==> src/rtl/hsk_pkg.sv <==
package hsk_pkg;

   typedef enum logic [1:0] {
      T_IDLE,
      T_SYNC,
      T_DATA
   } tx_st_e;

   typedef enum logic [2:0] {
      R_HUNT,
      R_ACK,
      R_SKIP,
      R_DATA,
      R_PAD
   } rx_st_e;

endpackage

==> src/rtl/hsk_tx_fsm.sv <==
module hsk_tx_fsm
   import hsk_pkg::*;
#(
   parameter int          CHUNK_LEN = 1024,
   parameter int          TMO_W     = 16,
   parameter logic [7:0]  SYNC_BYTE = 8'hAA,
   parameter logic [7:0]  ACK_BYTE  = 8'h10
) (
   input  logic             clk,
   input  logic             rst_n,
   input  logic             en,
   input  logic [TMO_W-1:0] ack_wait_limit,
   input  logic [7:0]       src_data,
   input  logic             src_valid,
   output logic             src_ready,
   input  logic [7:0]       rx_data,
   input  logic             rx_valid,
   output logic [7:0]       tx_data,
   output logic             tx_valid,
   input  logic             tx_ready,
   output logic             timeout,
   output logic             lat_start,
   output logic             lat_stop
);

   localparam int CW = $clog2(CHUNK_LEN);
   localparam logic [CW-1:0] LAST_BEAT = CW'(CHUNK_LEN - 1);

   tx_st_e           state;
   logic [CW-1:0]    beat_cnt;
   logic [TMO_W-1:0] wait_tmr;
   logic             beat_hs;
   logic             ack_hit;

   assign ack_hit = rx_valid && (rx_data == ACK_BYTE);
   assign beat_hs = (state == T_DATA) && src_valid && tx_ready;

   always_comb begin
      tx_valid  = 1'b0;
      tx_data   = SYNC_BYTE;
      src_ready = 1'b0;
      case (state)
         T_SYNC: tx_valid = 1'b1;
         T_DATA: begin
            tx_valid  = src_valid;
            tx_data   = src_data;
            src_ready = tx_ready;
         end
         default: ;
      endcase
   end

   assign lat_start = en && (state == T_IDLE) && src_valid;
   assign lat_stop  = beat_hs && (beat_cnt == '0);

   always_ff @(posedge clk) begin
      if (!rst_n || !en) begin
         state    <= T_IDLE;
         beat_cnt <= '0;
         wait_tmr <= '0;
         timeout  <= 1'b0;
      end else begin
         timeout <= 1'b0;
         case (state)
            T_IDLE: begin
               if (src_valid) begin
                  state    <= T_SYNC;
                  wait_tmr <= '0;
               end
            end
            T_SYNC: begin
               if (ack_hit) begin
                  state    <= T_DATA;
                  beat_cnt <= '0;
               end else if (wait_tmr == ack_wait_limit) begin
                  timeout <= 1'b1;
                  state   <= T_IDLE;
               end else begin
                  wait_tmr <= wait_tmr + 1'b1;
               end
            end
            T_DATA: begin
               if (beat_hs) begin
                  if (beat_cnt == LAST_BEAT) begin
                     state    <= T_IDLE;
                     beat_cnt <= '0;
                  end else begin
                     beat_cnt <= beat_cnt + 1'b1;
                  end
               end
            end
            default: state <= T_IDLE;
         endcase
      end
   end

   AST_TMO_PULSE: assert property (@(posedge clk) disable iff (!rst_n)
      timeout |=> !timeout);
   AST_TMO_RESTART: assert property (@(posedge clk) disable iff (!rst_n)
      timeout |-> (state == T_IDLE));
   AST_NO_EARLY_TAKE: assert property (@(posedge clk) disable iff (!rst_n)
      (src_ready && ($past(state) == T_SYNC)) |-> $past(ack_hit));
   AST_CHUNK_END: assert property (@(posedge clk) disable iff (!rst_n)
      (beat_hs && (beat_cnt == LAST_BEAT)) |=> (state == T_IDLE));

endmodule

==> src/rtl/hsk_rx_fsm.sv <==
module hsk_rx_fsm
   import hsk_pkg::*;
#(
   parameter int          CHUNK_LEN = 1024,
   parameter int          TMO_W     = 16,
   parameter int          MIN_SYNC  = 2,
   parameter logic [7:0]  SYNC_BYTE = 8'hAA,
   parameter logic [7:0]  ACK_BYTE  = 8'h10,
   parameter logic [7:0]  PAD_BYTE  = 8'hFF
) (
   input  logic             clk,
   input  logic             rst_n,
   input  logic             en,
   input  logic [TMO_W-1:0] idle_limit,
   input  logic [7:0]       rx_data,
   input  logic             rx_valid,
   output logic [7:0]       tx_data,
   output logic             tx_valid,
   input  logic             tx_ready,
   output logic [7:0]       snk_data,
   output logic             snk_valid,
   output logic             lat_start,
   output logic             lat_stop
);

   localparam int CW = $clog2(CHUNK_LEN);
   localparam int SW = $clog2(MIN_SYNC + 1);
   localparam logic [CW-1:0] LAST_BEAT = CW'(CHUNK_LEN - 1);
   localparam logic [SW-1:0] SYNC_LAST = SW'(MIN_SYNC - 1);

   rx_st_e           state;
   logic [CW-1:0]    beat_cnt;
   logic [SW-1:0]    sync_run;
   logic [TMO_W-1:0] idle_tmr;
   logic             is_sync;
   logic             idle_hit;
   logic             first_pay;

   assign is_sync   = (rx_data == SYNC_BYTE);
   assign idle_hit  = !rx_valid && (idle_tmr == idle_limit);
   assign first_pay = (state == R_SKIP) && rx_valid && !is_sync;

   assign tx_valid  = (state == R_ACK);
   assign tx_data   = ACK_BYTE;

   assign lat_start = en && (state == R_HUNT) && rx_valid && is_sync &&
                      (sync_run == SYNC_LAST);
   assign lat_stop  = first_pay || ((state == R_PAD) && (beat_cnt == '0));

   always_ff @(posedge clk) begin
      if (!rst_n || !en) begin
         state     <= R_HUNT;
         beat_cnt  <= '0;
         sync_run  <= '0;
         idle_tmr  <= '0;
         snk_valid <= 1'b0;
         snk_data  <= '0;
      end else begin
         snk_valid <= 1'b0;
         case (state)
            R_HUNT: begin
               if (rx_valid) begin
                  if (!is_sync) begin
                     sync_run <= '0;
                  end else if (sync_run == SYNC_LAST) begin
                     sync_run <= '0;
                     state    <= R_ACK;
                  end else begin
                     sync_run <= sync_run + 1'b1;
                  end
               end
            end
            R_ACK: begin
               if (tx_ready) begin
                  state    <= R_SKIP;
                  idle_tmr <= '0;
               end
            end
            R_SKIP: begin
               if (first_pay) begin
                  snk_valid <= 1'b1;
                  snk_data  <= rx_data;
                  beat_cnt  <= CW'(1);
                  idle_tmr  <= '0;
                  state     <= R_DATA;
               end else if (rx_valid) begin
                  idle_tmr <= '0;
               end else if (idle_hit) begin
                  beat_cnt <= '0;
                  state    <= R_PAD;
               end else begin
                  idle_tmr <= idle_tmr + 1'b1;
               end
            end
            R_DATA: begin
               if (rx_valid) begin
                  snk_valid <= 1'b1;
                  snk_data  <= rx_data;
                  idle_tmr  <= '0;
                  if (beat_cnt == LAST_BEAT) begin
                     beat_cnt <= '0;
                     state    <= R_HUNT;
                  end else begin
                     beat_cnt <= beat_cnt + 1'b1;
                  end
               end else if (idle_hit) begin
                  state <= R_PAD;
               end else begin
                  idle_tmr <= idle_tmr + 1'b1;
               end
            end
            R_PAD: begin
               snk_valid <= 1'b1;
               snk_data  <= PAD_BYTE;
               if (beat_cnt == LAST_BEAT) begin
                  beat_cnt <= '0;
                  state    <= R_HUNT;
               end else begin
                  beat_cnt <= beat_cnt + 1'b1;
               end
            end
            default: state <= R_HUNT;
         endcase
      end
   end

   AST_PAD_FILL: assert property (@(posedge clk) disable iff (!rst_n)
      (state == R_PAD) |=> (snk_valid && (snk_data == PAD_BYTE)));
   AST_HUNT_SILENT: assert property (@(posedge clk) disable iff (!rst_n)
      (state == R_HUNT) |=> !snk_valid);
   AST_ACK_HOLD: assert property (@(posedge clk) disable iff (!rst_n)
      (tx_valid && !tx_ready) |=> (tx_valid && $stable(tx_data)));
   AST_ACK_ONCE: assert property (@(posedge clk) disable iff (!rst_n)
      (tx_valid && tx_ready) |=> !tx_valid);

endmodule

==> src/rtl/hsk_lat_meter.sv <==
module hsk_lat_meter #(
   parameter int LAT_W = 32
) (
   input  logic             clk,
   input  logic             rst_n,
   input  logic             start,
   input  logic             stop,
   output logic [LAT_W-1:0] lat_cycles,
   output logic             lat_valid
);

   logic [LAT_W-1:0] run_cnt;
   logic             running;

   always_ff @(posedge clk) begin
      if (!rst_n) begin
         run_cnt    <= '0;
         running    <= 1'b0;
         lat_cycles <= '0;
         lat_valid  <= 1'b0;
      end else begin
         lat_valid <= 1'b0;
         if (start) begin
            running <= 1'b1;
            run_cnt <= LAT_W'(1);
         end else if (running) begin
            if (stop) begin
               lat_cycles <= run_cnt;
               lat_valid  <= 1'b1;
               running    <= 1'b0;
            end else begin
               run_cnt <= run_cnt + 1'b1;
            end
         end
      end
   end

   AST_LAT_NONZERO: assert property (@(posedge clk) disable iff (!rst_n)
      lat_valid |-> (lat_cycles != '0));
   AST_LAT_SINGLE: assert property (@(posedge clk) disable iff (!rst_n)
      lat_valid |=> !lat_valid);

endmodule

==> src/rtl/hsk_chunk_ctrl.sv <==
module hsk_chunk_ctrl #(
   parameter int          CHUNK_LEN = 1024,
   parameter int          MIN_SYNC  = 2,
   parameter logic [7:0]  SYNC_BYTE = 8'hAA,
   parameter logic [7:0]  ACK_BYTE  = 8'h10,
   parameter logic [7:0]  PAD_BYTE  = 8'hFF,
   parameter int          TMO_W     = 16,
   parameter int          LAT_W     = 32,
   parameter bit          LAT_EN    = 1'b1
) (
   input  logic             clk,
   input  logic             rst_n,
   input  logic             mode_rx,
   input  logic [TMO_W-1:0] ack_wait_limit,
   input  logic [TMO_W-1:0] idle_limit,
   input  logic [7:0]       src_data,
   input  logic             src_valid,
   output logic             src_ready,
   output logic [7:0]       lnk_tx_data,
   output logic             lnk_tx_valid,
   input  logic             lnk_tx_ready,
   input  logic [7:0]       lnk_rx_data,
   input  logic             lnk_rx_valid,
   output logic [7:0]       snk_data,
   output logic             snk_valid,
   output logic             tx_timeout,
   output logic [LAT_W-1:0] lat_cycles,
   output logic             lat_valid
);

   if (CHUNK_LEN < 2) begin : g_chk_chunk
      $error("CHUNK_LEN must be at least 2");
   end
   if (MIN_SYNC < 1) begin : g_chk_sync
      $error("MIN_SYNC must be at least 1");
   end
   if (SYNC_BYTE == ACK_BYTE) begin : g_chk_codes
      $error("request and acknowledge bytes must differ");
   end
   if (TMO_W < 2 || LAT_W < 2) begin : g_chk_widths
      $error("counter widths too small");
   end

   logic       t_src_ready, t_valid, t_lat_start, t_lat_stop;
   logic [7:0] t_data;
   logic       r_valid, r_lat_start, r_lat_stop;
   logic [7:0] r_data;
   logic       m_start, m_stop;

   hsk_tx_fsm #(
      .CHUNK_LEN (CHUNK_LEN),
      .TMO_W     (TMO_W),
      .SYNC_BYTE (SYNC_BYTE),
      .ACK_BYTE  (ACK_BYTE)
   ) u_tx (
      .clk            (clk),
      .rst_n          (rst_n),
      .en             (!mode_rx),
      .ack_wait_limit (ack_wait_limit),
      .src_data       (src_data),
      .src_valid      (src_valid),
      .src_ready      (t_src_ready),
      .rx_data        (lnk_rx_data),
      .rx_valid       (lnk_rx_valid),
      .tx_data        (t_data),
      .tx_valid       (t_valid),
      .tx_ready       (lnk_tx_ready),
      .timeout        (tx_timeout),
      .lat_start      (t_lat_start),
      .lat_stop       (t_lat_stop)
   );

   hsk_rx_fsm #(
      .CHUNK_LEN (CHUNK_LEN),
      .TMO_W     (TMO_W),
      .MIN_SYNC  (MIN_SYNC),
      .SYNC_BYTE (SYNC_BYTE),
      .ACK_BYTE  (ACK_BYTE),
      .PAD_BYTE  (PAD_BYTE)
   ) u_rx (
      .clk        (clk),
      .rst_n      (rst_n),
      .en         (mode_rx),
      .idle_limit (idle_limit),
      .rx_data    (lnk_rx_data),
      .rx_valid   (lnk_rx_valid),
      .tx_data    (r_data),
      .tx_valid   (r_valid),
      .tx_ready   (lnk_tx_ready),
      .snk_data   (snk_data),
      .snk_valid  (snk_valid),
      .lat_start  (r_lat_start),
      .lat_stop   (r_lat_stop)
   );

   assign src_ready    = !mode_rx && t_src_ready;
   assign lnk_tx_valid = mode_rx ? r_valid : t_valid;
   assign lnk_tx_data  = mode_rx ? r_data  : t_data;
   assign m_start      = mode_rx ? r_lat_start : t_lat_start;
   assign m_stop       = mode_rx ? r_lat_stop  : t_lat_stop;

   if (LAT_EN) begin : g_lat
      hsk_lat_meter #(.LAT_W(LAT_W)) u_lat (
         .clk        (clk),
         .rst_n      (rst_n),
         .start      (m_start),
         .stop       (m_stop),
         .lat_cycles (lat_cycles),
         .lat_valid  (lat_valid)
      );
   end else begin : g_no_lat
      assign lat_cycles = '0;
      assign lat_valid  = 1'b0;
   end

   AST_RX_NO_POP: assert property (@(posedge clk) disable iff (!rst_n)
      mode_rx |-> !src_ready);
   AST_TX_NO_SINK: assert property (@(posedge clk) disable iff (!rst_n)
      !mode_rx |-> !snk_valid);

endmodule

==> config.mk <==
export PLATFORM = sky130hd
export DESIGN_NAME = hsk_chunk_ctrl
export DESIGN_NICKNAME = d
export VERILOG_FILES = /design/src/rtl/hsk_pkg.sv /design/src/rtl/hsk_tx_fsm.sv /design/src/rtl/hsk_rx_fsm.sv /design/src/rtl/hsk_lat_meter.sv /design/src/rtl/hsk_chunk_ctrl.sv
export SDC_FILE = /design/constraint.sdc
export NUM_CORES = 1
export LEC_CHECK = 0
export ABC_CLOCK_PERIOD_IN_PS = 4800
export CORE_ASPECT_RATIO = 1.1
export CORE_MARGIN = 5
export CORE_UTILIZATION = 50
export DETAILED_ROUTE_END_ITERATION = 7
export PLACE_DENSITY = 0.85
export SKIP_LAST_GASP = 1
export SYNTH_ARGS = -nofsm -noshare
export SYNTH_HDL_FRONTEND = slang
export SYNTH_SLANG_ARGS = --single-unit
==> constraint.sdc <==
create_clock -name clk -period 4.8 [get_ports clk]
set_clock_uncertainty 0.2 [all_clocks]
set_input_delay 0.96 -clock clk [delete_from_list [all_inputs] [get_ports clk]]
set_output_delay 0.96 -clock clk [all_outputs]
set_load 0.02 [all_outputs]
After elaboration in Yosys (flattened, before gate mapping) --
Cells that the tools add are included.
Word-level totals: output and inout bits 53, word-level logic and storage cells 158, input port bits 54, bits in registers 135
Cells by class: bitwise gates (word level) 5, add/subtract/negate cells 6, reduce and logical (&&, ||, !) cells 45, muxes and demuxes 58, equality and inequality tests 29
Operators by type and width (count):
- $mux W16 | 7
- $mux W10 | 8
- $pmux W16 S3 | 1
- $add A16 B1 Y16 const B | 2
- $add A32 B1 Y32 const B | 1
- $eq A16 B16 Y1 | 2
- $mux W8 | 4
- $pmux W16 S2 | 1
- $pmux W10 S3 | 1
- $mux W3 | 9
- $pmux W8 S3 | 1
- $add A10 B1 Y10 const B | 2
- $eq A10 B10 Y1 const B | 2
- $logic_not A10 Y1 | 2
- $pmux W10 S2 | 1
- $ne A2 B2 Y1 const B | 8
- $logic_and A1 B1 Y1 | 15
- $pmux W3 S5 | 1
- $mux W1 | 14
- $mux W2 | 7
- $reduce_and A4 Y1 | 3
- $ne A2 B1 Y1 const B | 5
- $reduce_and A3 Y1 | 3
- $eq A8 B5 Y1 const B | 1
- other kinds (23) | 42

Longest topological paths before layout --
Gate-level depths: netlist of the first run.
depth after elaboration 8, gate-level depth with buffers 10, depth with buffers taken out 8

Modules after synthesis --
From an unflattened synthesis of the first run, not the netlist that was laid out.
Second synthesis, totals: cells, all modules 881, area, all modules 7320.8 um^2
By module, submodules not included:
- hsk_lat_meter | times used 1, area each 2750.1 um^2, cells an instance 328
- hsk_rx_fsm | times used 1, area each 2407.3 um^2, cells an instance 297
- hsk_tx_fsm | times used 1, area each 1985.7 um^2, cells an instance 242
- hsk_chunk_ctrl | times used 1, area each 177.7 um^2, cells an instance 14

Worst setup path before layout of the first run --
No wires, ideal clock.
path kind input -> output, from in mode_rx, to out lnk_tx_valid, stages on the path 3, arrival 1894 ps, buffers on the path 2, data required time 3640 ps, setup slack 1746 ps, cell sequence clkbuf_2 > clkbuf_1 > o31ai_1
On the way: cells in the longest elaborated chain, start to end 1
Ends and longest elaborated chain:
- start, declared | RTL line hsk_chunk_ctrl.sv:13 | input logic mode_rx,
- $mux W1 | RTL line hsk_chunk_ctrl.sv:97 | assign lnk_tx_valid = mode_rx ? r_valid : t_valid;
- end, declared | RTL line hsk_chunk_ctrl.sv:20 | output logic lnk_tx_valid,
No other way between the ends.

Worst setup path in the final report of the first run --
from in mode_rx, to out lnk_tx_data[6]
On the way: cells in the longest elaborated chain, start to end 1
Ends and longest elaborated chain:
- $mux W8 | RTL line hsk_chunk_ctrl.sv:98 | assign lnk_tx_data = mode_rx ? r_data : t_data;
- end, declared | RTL line hsk_chunk_ctrl.sv:19 | output logic [7:0] lnk_tx_data,
No other way between the ends.

==> metrics.yaml, run 1 <==
outcome:
  run_status: "finished, final reports clean"
synthesis:
  ys_async_sr_fraction_pct: 0
  syn-cell-area_um2: 6920
  synthesis.area_per_instance_um2: 8.00
  synth_sequential_area_ratio_pct: 39.1
  synthesis.instances: 865
  yosys_warnings: 0
  synth.lib_cells_used.distinct: 59
  synth_register_bits: 135
  dominantRegCellSynth: "sky130_fd_sc_hd__dfxtp_1"
  syn-num-nets: 929
  number_of_enable_type_register_cells_in_the_synthesized_netlist: 0
sta:
  worst_slack_ps: 1100
  slew_headroom_pct: 21.7
  fin_crit_sh_pct: 77.2
  report.final.setup_viol: 0
  clock.fmax_ghz: 0.270
  hold_ws_ps: 254
  timing_max_transition_violations_final: 0
  period_minus_ws_final_ps: 3700
  report.final.hold_viol_count: 0
  rsz_0062_raised_after_global_routing: "no"
  setup_tns_ps: 0
  worst_slew_pin_slew_ps: 1170
clock_tree:
  cts_hold_buf: 0
  cts_repair_resize_count: 0
  clock_tree_from_tritoncts: "built"
  numCtsBuffers: 17
  post_cts.repair.setup_buffers: 0
  clock-sinks: 135
  cts_buffer_depth: 2
  clk-insertion-delay-late_ps: 430
  cts_htree_levels: 4
  clk_root_buffer_cell: "sky130_fd_sc_hd__clkbuf_16"
  clk_transition_reported_paths_ps: 60
route:
  post_drt_via_cell_ratio: 5.71
  totalWireLength_mm: 17.4
  detail_route.drc_violations: 0
  drt_first_iter_violations: 484
  route.antenna.remaining_nets: 0
  drt-wirelength-per-cell_um: 15.2
  dr_total_vias: 6548
  first_pass_iters: 5
floorplanning:
  coreArea_um2: 13700
  fp.dieH_um: 133
  placementRows: 45
  pin_count: 107
  die_outline_area_um2: 16300
  die_w_um: 122
  initial_utilization_pct: 50.6
layout:
  final_cell_count_no_fill: 1147
  insertedDiodeCount: 0
  nNetsFinal: 1013
  layout.cells.most_common_list: "135 x sky130_fd_sc_hd__dfxtp_1, 105 x sky130_fd_sc_hd__clkdlybuf4s50_1, 84 x sky130_fd_sc_hd__nand2_1"
  layout-area-overhead-vs-synth_pct: 25.7
  layout_commonest_cell: "sky130_fd_sc_hd__dfxtp_1"
  drive_above_1_share_pct: 5.21
critical_path:
  required_ps: 3640
  path_class: "in2out"
  critical_path.endpoint_type: "output pin"
  setup.worst_path.start_class: "input pin"
  worstPathMaxFanout: 16
  critical_path_arrival_ps: 2540
global_route:
  via_count_of_the_first_global_routing_pass: 6115
  pin_count_of_the_biggest_net_entering_global_routing: 69
  grt-ovfl-total: 0
  global_route_wire_length_before_repair_mm: 29.0
  m1_gr_usage_pct: 26.6
  gr-usage-met2_pct: 36.0
  grt_usage_pct: 21.6
  antenna_violations_before_repair: 0
  global_route.usage.met3_pct: 6.33
  grt_most_used_layer: "met2"
job:
  maxcap_violations: 0
pwr:
  power.clock.fraction_pct: 53.3
  intPower_mw: 2.16
  netSwitchingPower_uw: 556
  power.share.combinational_pct: 5.2
  p_sw_share_pct: 20.5
  max-vdd-ir-drop_mv: 0.206
  power.leakage_nw: 2.93
  power.density_cell_area_nw_per_um2: 312
  share_seq_of_total_power_pct: 41.6
placement:
  gp_routability_congestion: 0.901
  io_buffers: 106
  place.detailed.instances: 1118
  hpwl_mm: 12.0
  pre_cts_slack_ps: 882
worst_hold_path:
  path_type_of_the_worst_min_delay_path: "reg2reg"
## layout make-up
cell class,count,area [µm²]
clock buffer,22,484
clock inverter,7,166
fill,1168,4980
inverter,28,105
multi-input combinational,653,3890
sequential,135,2700
tap,188,235
timing repair buffer,114,1120
## path summary, 6_finish.rpt
check,cells after the start,slack (ps),endpoint,from
worst min-delay path,2,250,g_lat.u_lat.lat_cycles[30]$_SDFFE_PN0P_,g_lat.u_lat.lat_cycles[30]$_SDFFE_PN0P_
worst min register to register,2,250,g_lat.u_lat.lat_cycles[30]$_SDFFE_PN0P_,g_lat.u_lat.lat_cycles[30]$_SDFFE_PN0P_
worst max register to register,8,1470,g_lat.u_lat.lat_cycles[3]$_SDFFE_PN0P_,u_tx.state[0]$_SDFFE_PP0P_
worst max-delay path,5,1100,lnk_tx_data[6],mode_rx
## state kept, by name, summed over array words and instances (netlist names)
name	count
g_lat.u_lat.lat_valid	1
u_rx.sync_run	2
g_lat.u_lat.lat_cycles	32
u_tx.timeout	1
u_rx.snk_valid	1
u_rx.state	3
u_rx.snk_data	8
u_tx.beat_cnt	10
u_rx.beat_cnt	10
g_lat.u_lat.running	1
g_lat.u_lat.run_cnt	32
u_tx.state	2
u_rx.idle_tmr	16
u_tx.wait_tmr	16
## critical path, cell delays in order
cell	delay, ps
sky130_fd_sc_hd__clkdlybuf4s50_1	410
sky130_fd_sc_hd__buf_4	200
sky130_fd_sc_hd__nor2b_2	220
sky130_fd_sc_hd__and2_1	160
sky130_fd_sc_hd__clkdlybuf4s50_1	600
## kinds of logic after synthesis
group / synth area share, %
xor gates and xnor gates: 6.96
buffers and inverters: 4.76
and+or+nand+nor: 28.6
adders and majority gates: 1.81
DFF: 39.1
AOI/OAI and AO/OA: 18.4
muxes: 0.452
## power by group through the flow
stage / clock [mW] / sequential [mW] / combinational, mW
floorplan: 0 / 1.15 / 0.0714
global placement: 0 / 1.15 / 0.139
detailed placement: 0 / 1.15 / 0.141
CTS: 1.46 / 1.13 / 0.142
global route: 1.51 / 1.13 / 0.154
finish: 1.45 / 1.13 / 0.141
## cells in the mapped netlist, drive strengths merged, types with 2 or more instances
master | count | area, µm²
a211oi | 11 | 95.1
a21boi | 3 | 22.5
a21o | 3 | 22.5
a21oi | 57 | 285
a221o | 2 | 20.0
a2bb2oi | 2 | 17.5
a31oi | 4 | 25.0
a41oi | 2 | 17.5
and2 | 8 | 50.1
and3 | 12 | 75.1
and4 | 6 | 52.6
buf | 13 | 83.8
clkbuf | 36 | 140
dfxtp | 135 | 2700
ha | 10 | 125
inv | 28 | 105
mux2i | 2 | 20.0
nand2 | 84 | 315
nand2b | 5 | 31.3
nand3 | 68 | 340
nand4 | 25 | 163
nor2 | 73 | 274
nor2b | 9 | 61.3
nor3 | 20 | 100
nor4 | 9 | 56.3
nor4b | 3 | 26.3
o211a | 2 | 20.0
o211ai | 12 | 90.1
o21a | 3 | 22.5
o21ai | 68 | 344
o31a | 3 | 26.3
o31ai | 24 | 180
or2 | 5 | 31.3
or3 | 23 | 144
or4 | 25 | 188
xnor2 | 11 | 96.3
xor2 | 44 | 385
## metrics by stage
step | instance area (µm²) | util [%] | total power [mW]
3_3_place_gp | 8050 | 58.8 | 1.29
4_1_cts | 8700 | 63.6 | 2.73
6_report | 8700 | 63.6 | 2.72
3_5_place_dp | 8050 | 58.8 | 1.29
5_1_grt | 8700 | 63.6 | 2.79
2_1_floorplan | 6920 | - | 1.22
## metal layers
layer / up-vias / part of all wire, %
li1: 3298 / -
met1: 2992 / 44
met2: 229 / 48
met3: 29 / 6.8
met4: 0 / 1.5
met5: - / 0
No activity file was read; power rests on OpenSTA's default activity.
==> inputs of run 2 (changes only) <==
--- a/config.mk
+++ b/config.mk
@@ -5,12 +5,12 @@
 export SDC_FILE = /design/constraint.sdc
 export NUM_CORES = 1
 export LEC_CHECK = 0
-export ABC_CLOCK_PERIOD_IN_PS = 4800
+export ABC_CLOCK_PERIOD_IN_PS = 3400
 export CORE_ASPECT_RATIO = 1.1
 export CORE_MARGIN = 5
-export CORE_UTILIZATION = 50
+export CORE_UTILIZATION = 49
 export DETAILED_ROUTE_END_ITERATION = 7
-export PLACE_DENSITY = 0.85
+export PLACE_DENSITY = 0.87
 export SKIP_LAST_GASP = 1
 export SYNTH_ARGS = -nofsm -noshare
 export SYNTH_HDL_FRONTEND = slang
==> constraint.sdc (replaced) <==
create_clock -name clk -period 3.4 [get_ports clk]
set_clock_uncertainty 0.2 [all_clocks]
set_input_delay 0.68 -clock clk [delete_from_list [all_inputs] [get_ports clk]]
set_output_delay 0.68 -clock clk [all_outputs]
set_load 0.02 [all_outputs]
==> run 2 against run 1 <==
Effect of this change: flip-flop and latch count stayed put; combinational power is 45% higher; highest routed layer unchanged; die area is 1.9% higher; first-iteration DRC count is 9.9% higher; final cell count is 1.9% higher; routed wire length is 0.70% higher; global-route usage is 1.0 points lower; core utilization is 0.12 points lower; sequential share of layout area is 0.32 points lower; register-to-register slack worse by 880 ps; cell area is 1.1% higher; largest power group unchanged.
==> metrics.yaml, run 2 (synthesized netlist as in run 1, its figures left out) <==
clock_tree:
  clk_root_buffer_cell: "sky130_fd_sc_hd__clkbuf_16"
  clock-sinks: 135  # unchanged
  clock_tree_from_tritoncts: "built"
  clk_transition_reported_paths_ps: 50  # about the same
  cts_buffer_depth: 2  # unchanged
  post_cts.repair.setup_buffers: 0  # unchanged
  cts_hold_buf: 0  # unchanged
  clk-insertion-delay-late_ps: 420  # about the same
  cts_htree_levels: 4  # unchanged
  cts_repair_resize_count: 0  # unchanged
  numCtsBuffers: 17  # unchanged
route:
  drt-wirelength-per-cell_um: 15.0  # -1.2%
  route.antenna.remaining_nets: 0  # unchanged
  dr_total_vias: 6673  # +1.9%
  drt_first_iter_violations: 532  # +9.9%
  totalWireLength_mm: 17.5  # +0.70%
  first_pass_iters: 5  # unchanged
  detail_route.drc_violations: 0  # unchanged
  post_drt_via_cell_ratio: 5.71  # about the same
layout:
  nNetsFinal: 1032  # +1.9%
  drive_above_1_share_pct: 7.34  # +2.1 points
  final_cell_count_no_fill: 1169  # +1.9%
  largest_registers: "g_lat.u_lat.lat_cycles: 32 flops, g_lat.u_lat.run_cnt: 32 flops"
  layout_commonest_cell: "sky130_fd_sc_hd__dfxtp_1"
  insertedDiodeCount: 0  # unchanged
  layout.cells.most_common_list: "135 x sky130_fd_sc_hd__dfxtp_1, 105 x sky130_fd_sc_hd__clkdlybuf4s50_1, 84 x sky130_fd_sc_hd__nand2_1"
  layout-area-overhead-vs-synth_pct: 27.0
placement:
  io_buffers: 106  # unchanged
  pre_cts_slack_ps: 199  # -683 ps
  place.detailed.instances: 1137  # +1.7%
  gp_routability_congestion: 0.885  # -1.8%
  hpwl_mm: 12.2  # +1.7%
sta:
  timing_max_transition_violations_final: 0  # unchanged
  hold_ws_ps: 254  # +0.301 ps
  fin_crit_sh_pct: 93.0
  report.final.hold_viol_count: 0  # unchanged
  clock.fmax_ghz: 0.316
  worst_slack_ps: 238  # -858 ps
  period_minus_ws_final_ps: 3160
  slew_headroom_pct: 52.8  # +31 points
  setup_tns_ps: 0  # unchanged
  report.final.setup_viol: 0  # unchanged
  worst_slew_pin_slew_ps: 708  # -467 ps
  rsz_0062_raised_after_global_routing: "no"
worst_hold_path:
  path_type_of_the_worst_min_delay_path: "reg2reg"
  hp-start: "g_lat.u_lat.lat_cycles[1]$_SDFFE_PN0P_"
  hold-path-endpoint: "g_lat.u_lat.lat_cycles[1]$_SDFFE_PN0P_"
  holdPathStages: 2  # unchanged
global_route:
  antenna_violations_before_repair: 0  # unchanged
  grt_usage_pct: 20.5  # -1.0 points
  via_count_of_the_first_global_routing_pass: 6162  # +0.77%
  pin_count_of_the_biggest_net_entering_global_routing: 69  # unchanged
  global_route_wire_length_before_repair_mm: 28.4  # -2.1%
  grt-ovfl-total: 0  # unchanged
job:
  maxcap_violations: 0  # unchanged
floorplanning:
  die_outline_area_um2: 16600  # +1.9%
  die_w_um: 123  # +0.93%
  fp.dieH_um: 135  # +0.94%
  coreArea_um2: 13900  # +1.2%
  placementRows: 45  # unchanged
  pin_count: 107  # unchanged
  initial_utilization_pct: 50.0  # -0.62 points
critical_path:
  critical_path.endpoint_type: "output pin"
  reg2reg_slack_ps: 590  # -880 ps
  cp_cell_sequence: "clkdlybuf4s50_1 > a21oi_1 > o31ai_1 > clkdlybuf4s50_1"
  critical_path_arrival_ps: 2280  # -260 ps
  crit_path_max_incr_delay_ps: 660  # +60 ps
  critical-path-slowest-cell: "sky130_fd_sc_hd__clkdlybuf4s50_1"
  worst_r2r_startpoint: "u_tx.state[0]$_SDFFE_PP0P_"
  timing.critical_path.mode_cell: "sky130_fd_sc_hd__clkdlybuf4s50_1"
  reg2reg_depth: 9  # +1
  path_class: "in2out"
  worstPathMaxFanout: 6  # -10
  required_ps: 2520  # -1120 ps
  worst_r2r_endpoint: "g_lat.u_lat.lat_cycles[3]$_SDFFE_PN0P_"
  setup.worst_path.start_class: "input pin"
pwr:
  power.density_cell_area_nw_per_um2: 412  # +32%
  power.leakage_nw: 3.00  # +2.2%
  max-vdd-ir-drop_mv: 0.348  # +68%
outcome:
  run_status: "finished, final reports clean"
[run 2: stage by stage]
stage	cell area [µm²]	utilization [%]	power, mW
after floorplan	6920	-	1.73
final	8790	63.5	3.62
after global routing	8790	63.5	3.74
after global placement	8200	59.2	1.83
after CTS	8790	63.5	3.65
after detailed placement	8200	59.2	1.83
[run 2: critical path, delay by kind of cell]
| family | cells | cell delay [ps] |
|---|---|---|
| compound gates | 2 | 330 |
| buf+inv | 2 | 1270 |
[run 2: worst max-delay path by stage]
stage	depth (start not counted)	slack, ps	to	from
CTS	5	250	lnk_tx_data[0]	u_tx.state[0]$_SDFFE_PP0P_
detailed placement	9	200	g_lat.u_lat.run_cnt[31]$_SDFFE_PP0P_	mode_rx
finish	4	240	lnk_tx_valid	src_valid
floorplan	8	750	g_lat.u_lat.lat_cycles[0]$_SDFFE_PN0P_	mode_rx
global placement	7	220	u_rx.beat_cnt[6]$_SDFFE_PP0P_	idle_limit[0]
global route	5	80	lnk_tx_data[2]	u_tx.state[0]$_SDFFE_PP0P_
[run 2: final cells by class]
class	count	area, µm²
flip-flops and latches	135	2700
fillers	1194	5060
clock inverters	13	144
multi-input cells	653	3890
repair buffers	133	1270
inverters	28	105
well taps	188	235
clock buffers	19	443
[run 2: per-layer routing]
metal  vias to the layer above  track usage [%]  part of all wire [%]
li1                       3347                -                     -
met1                      3077             26.2                    45
met2                       226             33.8                    48
met3                        23             5.03                   5.8
met4                         0             7.08                   1.7
met5                         -                0                     0
[run 2: report_power, final]
| part | switching (mW) | internal (mW) |
|---|---|---|
| Sequential | 0.00675 | 1.59 |
| Combinational | 0.105 | 0.0998 |
| Clock | 0.715 | 1.11 |
==> inputs of run 3 (changes only) <==
--- a/config.mk
+++ b/config.mk
@@ -8,9 +8,10 @@
 export ABC_CLOCK_PERIOD_IN_PS = 3400
 export CORE_ASPECT_RATIO = 1.1
 export CORE_MARGIN = 5
-export CORE_UTILIZATION = 49
+export CORE_UTILIZATION = 50
 export DETAILED_ROUTE_END_ITERATION = 7
-export PLACE_DENSITY = 0.87
+export DONT_BUFFER_PORTS = 1
+export PLACE_DENSITY = 0.78
 export SKIP_LAST_GASP = 1
 export SYNTH_ARGS = -nofsm -noshare
 export SYNTH_HDL_FRONTEND = slang
==> run 3 against run 2 <==
Effect of this change: worst hold slack lost 36 ps; non-clock buffer count shrank 119; clock-buffer cell count shrank 2; cell area shrank 13%; critical path type is now reg2reg; critical path depth grew 4; flip-flop and latch count is the same.
==> metrics.yaml, run 3 (synthesized netlist as in run 1, its figures left out) <==
outcome:
  run_status: "finished, final reports clean"
worst_hold_path:
  hp-start: "rst_n"
  path_type_of_the_worst_min_delay_path: "in2reg"
floorplanning:
  die_outline_area_um2: 16300  # -1.8%
  pin_count: 107  # unchanged
  die_w_um: 122  # -0.92%
  coreArea_um2: 13700  # -1.2%
  initial_utilization_pct: 50.6  # +0.62 points
  placementRows: 45  # unchanged
  fp.dieH_um: 133  # -0.93%
global_route:
  global_route_wire_length_before_repair_mm: 26.3  # -7.4%
  via_count_of_the_first_global_routing_pass: 5539  # -10%
  grt-ovfl-total: 0  # unchanged
  antenna_violations_before_repair: 0  # unchanged
  pin_count_of_the_biggest_net_entering_global_routing: 73  # +5.8%
  grt_usage_pct: 19.4  # -1.2 points
clock_tree:
  cts_repair_resize_count: 0  # unchanged
  cts_hold_buf: 0  # unchanged
  clk_transition_reported_paths_ps: 60  # about the same
  numCtsBuffers: 17  # unchanged
  cts_htree_levels: 4  # unchanged
  clk_root_buffer_cell: "sky130_fd_sc_hd__clkbuf_16"
  clk-insertion-delay-late_ps: 420  # about the same
  post_cts.repair.setup_buffers: 0  # unchanged
  clock-sinks: 135  # unchanged
  clock_tree_from_tritoncts: "built"
  cts_buffer_depth: 2  # unchanged
critical_path:
  crit_path_max_incr_delay_ps: 610  # -50 ps
  cp-startpoint: "u_tx.state[0]$_SDFFE_PP0P_"
  setup.worst_path.start_class: "register"
  cp_cell_sequence: "inv_1 > ha_1 > nor2b_2 > nand3_1 > or4_1 > nand3_1 > or4b_1 > a21oi_1"
  worstPathMaxFanout: 18  # +12
  critical_path.endpoint_type: "register"
  worst_r2r_startpoint: "u_tx.state[0]$_SDFFE_PP0P_"
  required_ps: 3550  # +1030 ps
  timing.critical_path.mode_cell: "sky130_fd_sc_hd__nand3_1"
  critical_path_arrival_ps: 3040  # +760 ps
  critical-path-slowest-cell: "sky130_fd_sc_hd__or4b_1"
  path_class: "reg2reg"
sta:
  setup_tns_ps: 0  # unchanged
  clock.fmax_ghz: 0.346  # +9.3%
  worst_slew_pin_slew_ps: 847  # +139 ps
  slew_headroom_pct: 42.9  # -9.9 points
  hold_ws_ps: 218  # -36.4 ps
  timing_max_transition_violations_final: 0  # unchanged
  period_minus_ws_final_ps: 2890  # -269 ps
  report.final.hold_viol_count: 0  # unchanged
  fin_crit_sh_pct: 85.1  # -7.9 points
  report.final.setup_viol: 0  # unchanged
  rsz_0062_raised_after_global_routing: "no"
pwr:
  overall_power_mw: 3.50  # -3.4%
  max-vdd-ir-drop_mv: 0.318  # -8.5%
  power.density_cell_area_nw_per_um2: 458  # +11%
  power.leakage_nw: 2.55  # -15%
route:
  detail_route.drc_violations: 0  # unchanged
  totalWireLength_mm: 15.7  # -10%
  route.antenna.remaining_nets: 0  # unchanged
  first_pass_iters: 5  # unchanged
  dr_total_vias: 6063  # -9.1%
  post_drt_via_cell_ratio: 5.78  # +1.3%
  drt-wirelength-per-cell_um: 15.0  # +0.17%
  drt_first_iter_violations: 400  # -25%
layout:
  layout-area-overhead-vs-synth_pct: 10.4
  insertedDiodeCount: 0  # unchanged
  layout.cells.most_common_list: "135 x sky130_fd_sc_hd__dfxtp_1, 84 x sky130_fd_sc_hd__nand2_1, 73 x sky130_fd_sc_hd__nor2_1"
  drive_above_1_share_pct: 6.74  # -0.60 points
  final_area_um2: 7640  # -13%
  largest_registers: "g_lat.u_lat.lat_cycles: 32 flops, g_lat.u_lat.run_cnt: 32 flops"
  nNetsFinal: 913  # -12%
  layout_commonest_cell: "sky130_fd_sc_hd__dfxtp_1"
placement:
  hpwl_mm: 11.0  # -9.8%
  io_buffers: 0  # -100%
  gp_routability_congestion: 0.880  # -0.55%
  place_area_um2: 7060  # -14%
job:
  maxcap_violations: 0  # unchanged
## run 3: cell count changes in the layout (fill, tap and decap cells not counted)
cell | previous run | this run
sky130_fd_sc_hd__clkinv_2 | 3 | 4
sky130_fd_sc_hd__clkbuf_8 | 1 | 0
sky130_fd_sc_hd__buf_4 | 26 | 12
sky130_fd_sc_hd__clkinvlp_4 | 1 | 0
sky130_fd_sc_hd__clkdlybuf4s50_1 | 105 | 0
sky130_fd_sc_hd__clkbuf_1 | 1 | 0
sky130_fd_sc_hd__buf_2 | 1 | 0
sky130_fd_sc_hd__buf_12 | 1 | 2
sky130_fd_sc_hd__clkinv_4 | 2 | 4
sky130_fd_sc_hd__inv_6 | 5 | 4
## run 3: area by class of cell
type                       count  area [µm²]
clock buffer                  17         425
inverter                      28         105
timing repair buffer          14         130
sequential                   135        2700
multi-input combinational    653        3890
fill                        1246        6050
clock inverter                14         150
tap                          188         235
## run 3: report_power, final
group / total [mW] / switching [mW] / internal [mW]
registers: 1.59 / 0.00678 / 1.59
logic: 0.111 / 0.0695 / 0.0413
clock network: 1.79 / 0.713 / 1.08
## run 3: worst paths after layout
path / cells after the start / slack [ps] / to
max: 8 / 510 / g_lat.u_lat.run_cnt[14]$_SDFFE_PP0P_
min: 2 / 220 / g_lat.u_lat.lat_cycles[14]$_SDFFE_PN0P_
max reg2reg: 8 / 510 / g_lat.u_lat.run_cnt[14]$_SDFFE_PP0P_
min reg2reg: 1 / 270 / u_rx.sync_run[1]$_SDFFE_PP0P_
## run 3: critical path, delay by kind of cell, from the launching register on
family	cells	cell delay (ps)
fa+ha+maj	1	200
buf+inv	1	70
flops	1	330
compound gates	1	140
simple gates	5	1860
## run 3: per-layer routing
layer	up-vias	wire, µm	global-route usage (%)
li1	3093	-	-
met1	2813	7080	24.8
met2	144	7460	32.2
met3	13	1040	5.18
met4	0	155	5.48
met5	-	0	0
## run 3: metrics by stage
step                cells  utilization, %  worst slack (ps)
floorplan             865               -               745
global placement     1018            51.6               483
detailed placement   1018            51.6               369
CTS                  1049            55.8               540
global route         1049            55.8               327
finish               1049            55.8               507
